## config.mk

```make
export PLATFORM = sky130hd
export DESIGN_NAME = nvlock_guard
export DESIGN_NICKNAME = d
export VERILOG_FILES = /design/src/rtl/nvlock_pkg.sv /design/src/rtl/nvlock_store.sv /design/src/rtl/nvlock_ext_dec.sv /design/src/rtl/nvlock_self_dec.sv /design/src/rtl/nvlock_guard.sv
export SDC_FILE = /design/constraint.sdc
export NUM_CORES = 1
export LEC_CHECK = 0
export ABC_AREA = 1
export CAP_MARGIN = 20
export CORE_AREA = 2 2 39 41
export CTS_CLUSTER_SIZE = 24
export DETAILED_ROUTE_END_ITERATION = 6
export DIE_AREA = 0 0 41 43
export PLACE_DENSITY = 0.77
export SYNTH_ARGS = -nofsm -noshare
export SYNTH_HDL_FRONTEND = slang
export SYNTH_HIERARCHICAL = 1
export SYNTH_SLANG_ARGS = --single-unit
```

## constraint.sdc

```tcl
create_clock -name clk -period 2.6 [get_ports clk]
set_input_delay 0.26 -clock clk [delete_from_list [all_inputs] [get_ports clk]]
set_output_delay 0.26 -clock clk [all_outputs]
set_load 0.05 [all_outputs]
```

## src/rtl/nvlock_pkg.sv

```systemverilog
package nvlock_pkg;
  localparam int LOCK_W      = 8;
  localparam int ACTIVE_BITS = 6;
  localparam int KIND_W      = 3;
  localparam int EXT_LO      = 0;   // external field: [EXT_LO+1:EXT_LO]
  localparam int SELF_LO     = 2;   // boot field:     [SELF_LO+1:SELF_LO]

  typedef enum logic [KIND_W-1:0] {
    ACC_EXT_WR  = 3'd0,
    ACC_EXT_VFY = 3'd1,
    ACC_FUSE_WR = 3'd2,
    ACC_PROT_WR = 3'd3,
    ACC_SELF_ST = 3'd4,
    ACC_SELF_LD = 3'd5
  } acc_kind_e;

  typedef enum logic [1:0] {
    EXT_OPEN  = 2'd0,
    EXT_WRLCK = 2'd1,
    EXT_FULL  = 2'd2
  } ext_level_e;

  localparam logic SEC_APP  = 1'b0;
  localparam logic SEC_BOOT = 1'b1;
endpackage

```

## src/rtl/nvlock_store.sv

```systemverilog
module nvlock_store #(
  parameter int W      = 8,
  parameter int ACTIVE = 6
) (
  input  logic         clk,
  input  logic         rst_n,
  input  logic         wr,
  input  logic [W-1:0] wdata,
  input  logic         erase,
  output logic [W-1:0] q
);
  for (genvar i = 0; i < W; i++) begin : g_bit
    if (i < ACTIVE) begin : g_live
      logic b;
      always_ff @(posedge clk or negedge rst_n) begin
        if (!rst_n)      b <= 1'b1;
        else if (erase)  b <= 1'b1;
        else if (wr)     b <= b & wdata[i];
      end
      assign q[i] = b;
    end else begin : g_tied
      assign q[i] = 1'b1;
    end
  end
endmodule

```

## src/rtl/nvlock_ext_dec.sv

```systemverilog
module nvlock_ext_dec
  import nvlock_pkg::*;
(
  input  logic [1:0]        fld,
  input  logic [KIND_W-1:0] kind,
  output logic              is_ext,
  output logic              allow
);
  ext_level_e lvl;

  always_comb begin
    unique case (fld)
      2'b11:   lvl = EXT_OPEN;
      2'b10:   lvl = EXT_WRLCK;
      default: lvl = EXT_FULL;
    endcase
  end

  always_comb begin
    is_ext = 1'b1;
    allow  = 1'b0;
    case (acc_kind_e'(kind))
      ACC_EXT_WR, ACC_FUSE_WR:  allow = (lvl == EXT_OPEN);
      ACC_EXT_VFY, ACC_PROT_WR: allow = (lvl != EXT_FULL);
      default: is_ext = 1'b0;
    endcase
  end
endmodule

```

## src/rtl/nvlock_self_dec.sv

```systemverilog
module nvlock_self_dec
  import nvlock_pkg::*;
(
  input  logic [1:0]        fld,
  input  logic [KIND_W-1:0] kind,
  input  logic              target,
  input  logic              running,
  input  logic              vec_boot,
  output logic              is_self,
  output logic              allow,
  output logic              irq_off
);
  logic st_block, ld_block;

  assign st_block = ~fld[0];
  assign ld_block = ~fld[1];

  always_comb begin
    is_self = 1'b1;
    allow   = 1'b0;
    case (acc_kind_e'(kind))
      ACC_SELF_ST: allow = (target == SEC_BOOT) || !st_block;
      ACC_SELF_LD: allow = !(ld_block && target == SEC_APP && running == SEC_BOOT);
      default:     is_self = 1'b0;
    endcase
  end

  assign irq_off = ld_block & vec_boot & (running == SEC_APP);
endmodule

```

## src/rtl/nvlock_guard.sv

```systemverilog
module nvlock_guard
  import nvlock_pkg::*;
(
  input  logic              clk,
  input  logic              rst_n,
  input  logic              wr_lock,
  input  logic [LOCK_W-1:0] wr_data,
  input  logic              erase,
  input  logic [KIND_W-1:0] req_kind,
  input  logic              req_target,
  input  logic              run_section,
  input  logic              vec_in_boot,
  output logic              grant,
  output logic              irq_block,
  output logic [LOCK_W-1:0] lock_q
);
  logic ext_hit, ext_ok, self_hit, self_ok;

  nvlock_store #(.W(LOCK_W), .ACTIVE(ACTIVE_BITS)) store_i (
    .clk(clk), .rst_n(rst_n), .wr(wr_lock), .wdata(wr_data),
    .erase(erase), .q(lock_q)
  );

  nvlock_ext_dec ext_i (
    .fld(lock_q[EXT_LO+1:EXT_LO]), .kind(req_kind),
    .is_ext(ext_hit), .allow(ext_ok)
  );

  nvlock_self_dec self_i (
    .fld(lock_q[SELF_LO+1:SELF_LO]), .kind(req_kind),
    .target(req_target), .running(run_section), .vec_boot(vec_in_boot),
    .is_self(self_hit), .allow(self_ok), .irq_off(irq_block)
  );

  assign grant = ext_hit ? ext_ok : (self_hit ? self_ok : 1'b0);
endmodule

```

==> results by group <==
Status
  • Result of the run: completed

Routing
  • Detailed-routing iteration count for the pre-antenna-repair pass: 3
  • DRC: 0
  • Count of vias placed by the detailed router: 377
  • Vias per cell: 3.887
  • Detailed-route wire length: 772 um
  • Initial DRC count: 7
  • Antenna violation net count after detailed routing: 0
  • Wire length per cell after detailed routing: 7.959 um

Global routing
  • Wire length of the first global-routing pass: 1242 um
  • Met2 routing resource usage after global routing: 0.1531
  • Congestion Overflow GR: 0
  • Vias in the first global route: 338
  • Global Route met3 Usage: 0.03665
  • Overall routing resource usage: 0.1057
  • Global-route layer with the greatest usage: met2
  • Maximum number of pins on one net before global-route repair: 7
  • Initial antenna violation count: 0
  • Met1 Usage GRT: 0.1304

STA
  • Number of hold-slack violations in the final timing report: 0
  • Count of pins over their slew limit: 0
  • Final worst path period need: 2.226 ns
  • Setup_tns: 0 ns
  • Max-Slew Margin vs Limit: 0.6672
  • Hold_ws: 0.4583 ns
  • Setup repair after global routing missed its margin: no
  • Slew of the pin with the lowest slew margin: 0.4976 ns
  • Top achievable clock speed: 449.1 MHz
  • Post-Route Skew: 0 ns
  • Final period utilization: 0.8563
  • Worst setup margin: 0.3735 ns
  • Final setup violation count: 0

Finish
  • Largest Register: store_i/g_bit.g_live.b
  • Synthesis-to-finish area growth: 52.27%
  • # diodes: 0
  • Fill cell count: 143
  • Registers with the highest flip-flop counts: store_i/g_bit.g_live.b (6)
  • Number of flip-flops under the largest register name: 6
  • Fraction of final layout cells sized beyond drive strength 1: 0.1605
  • Final net count: 101

Critical path
  • Required time of the worst setup path: 2.34 ns
  • Data arrival, critical path: 1.97 ns
  • WS Path Type: in2out
  • Maximum fanout along the worst path: 4
  • Category of the worst setup path launch point: input port
  • Worst setup EP type: output port

Yosys
  • Number of flops mapped to enable cells by yosys: 0
  • Top area cells in the synthesized netlist: dfstp_2 (38%), nand2_1 (23%), buf_4 (15%)
  • Post-synthesis instance area: 414.1 um2
  • Cell types with the highest counts after synthesis: nand2_1 (25), inv_1 (11), buf_4 (8)
  • Library cell with the highest instance count after synthesis: nand2_1
  • Share of Yosys cell area claimed by the top area cell type: 0.3807
  • Register bit total from synthesis: 6
  • Syn Area/Cell: 6.680 um2
  • Yosys warning count: 6
  • Post-Synthesis Cells: 62
  • Share of synthesized area occupied by flip-flops and latches: 0.3807
  • Netlist cell types: 12
  • Ys flop type: dfstp_2
  • Cell accounting for the most synthesized area: dfstp_2
  • Share of synthesized flip-flops with an asynchronous set or reset: 1.000

Clock network
  • Max Buffers Root-to-Sink: 2
  • Clock H-tree levels: 1
  • Library cell used as clock root buffer: clkbuf_4
  • Latest clock arrival within the worst-skew pair: 0.24 ns
  • Post-cts hold buffer count: 0
  • Number of cells upsized or downsized after cts: 0
  • Post-CTS Setup Bufs: 0
  • TritonCTS clock tree: done
  • Inserted Clock Buffers: 3
  • CTS clock-pin slew for the worst setup and hold paths: 0.05 ns
  • Clock sinks: 6

Worst hold path
  • Tightest Hold Check Type: reg2reg

Power and ir drop
  • Leakage power figure: 0.3295 nW
  • Power density cells: 462.6 nW/um2
  • Peak supply drop: 239.9 uV

Place
  • Number of I/O port buffers: 23
  • Placement Setup Slack: 0.3602 ns
  • RD Place Congestion: 0.6298

Die
  • Number of placement rows: 14
  • Die span in x: 41 um
  • Initial Util: 0.2993
  • Die extent in y: 43 um
  • I/O Pins: 28
  • Total die area: 1763 um2
  • Std-Cell Core Area: 1384 um2

Run
  • Max-cap check violation count: 0
cell families (layout without fill, tap and decap cells):
group         Yosys count  after routing  share of synthesized area
other cells             1              2                   0.009055
buf+inv                20             38                     0.2538
simple gates           35             35                     0.3565
flops                   6              6                     0.3807
cell usage in the layout, fill, tap and decap left out:
cell type        Yosys  final
nand2_1             25     25
clkdlybuf4s50_1      0     23
inv_1               11     11
dfstp_2              6      6
nor2_1               5      5
clkbuf_4             0      3
conb_1               1      2
nand3_2              1      1
nand2_2              1      1
inv_2                1      1
nor2_2               1      1
nand3_1              1      1
nor3b_1              1      1
metrics by stage:
stage	cell area [um2]	utilization	std cells	total power, W
after floorplan	417.9	-	63	0.0001741
after global placement	608.1	0.4394	94	0.0002069
after detailed placement	608.1	0.4394	94	0.0002080
after CTS	630.6	0.4557	97	0.0002962
after global routing	630.6	0.4557	97	0.0003112
final	630.6	0.4557	97	0.0002917
path summary, 6_finish.rpt:
kind,from,to,slack (ns),cells past startpoint
min in group asynchronous,rst_n,store_i/g_bit[2].g_live.b,0.50,1
max in group asynchronous,rst_n,store_i/g_bit[0].g_live.b,2.08,1
worst min-delay path,store_i/g_bit[4].g_live.b,store_i/g_bit[4].g_live.b,0.46,2
worst max register to register,store_i/g_bit[2].g_live.b,store_i/g_bit[2].g_live.b,1.89,2
worst min register to register,store_i/g_bit[4].g_live.b,store_i/g_bit[4].g_live.b,0.46,2
worst max-delay path,req_kind[2],grant,0.37,8
layout make-up:
class | count | area [um2] | area share
repair buffers | 23 | 230.2 | 0.3651
multi-input cells | 37 | 155.1 | 0.2460
clock buffers | 3 | 22.52 | 0.03571
well taps | 16 | 20.02 | 0.03175
flip-flops and latches | 6 | 157.7 | 0.2500
inverters | 12 | 45.04 | 0.07143
per-layer routing:
metal / up-vias / wire [um]
met5: - / 0
met4: 0 / 0
met3: 0 / 71
met2: 16 / 377
met1: 154 / 323
li1: 207 / -
power breakdown:
part	switching, W	internal, W	leakage [nW]
Sequential	0.00000482	0.000105	0.0633
Clock	0.0000333	0.0000522	0.0138
Combinational	0.0000559	0.0000407	0.252
worst max-delay path, cell delays in order:
cell and delay, ns:
clkdlybuf4s50_1 0.53, nand2_1 0.08, nor2_2 0.07, nand2_1 0.05, nand2_1 0.06, nand3_2 0.08
nand2_2 0.05, clkdlybuf4s50_1 0.79
Note: power is estimated with default switching activity, not from simulation.
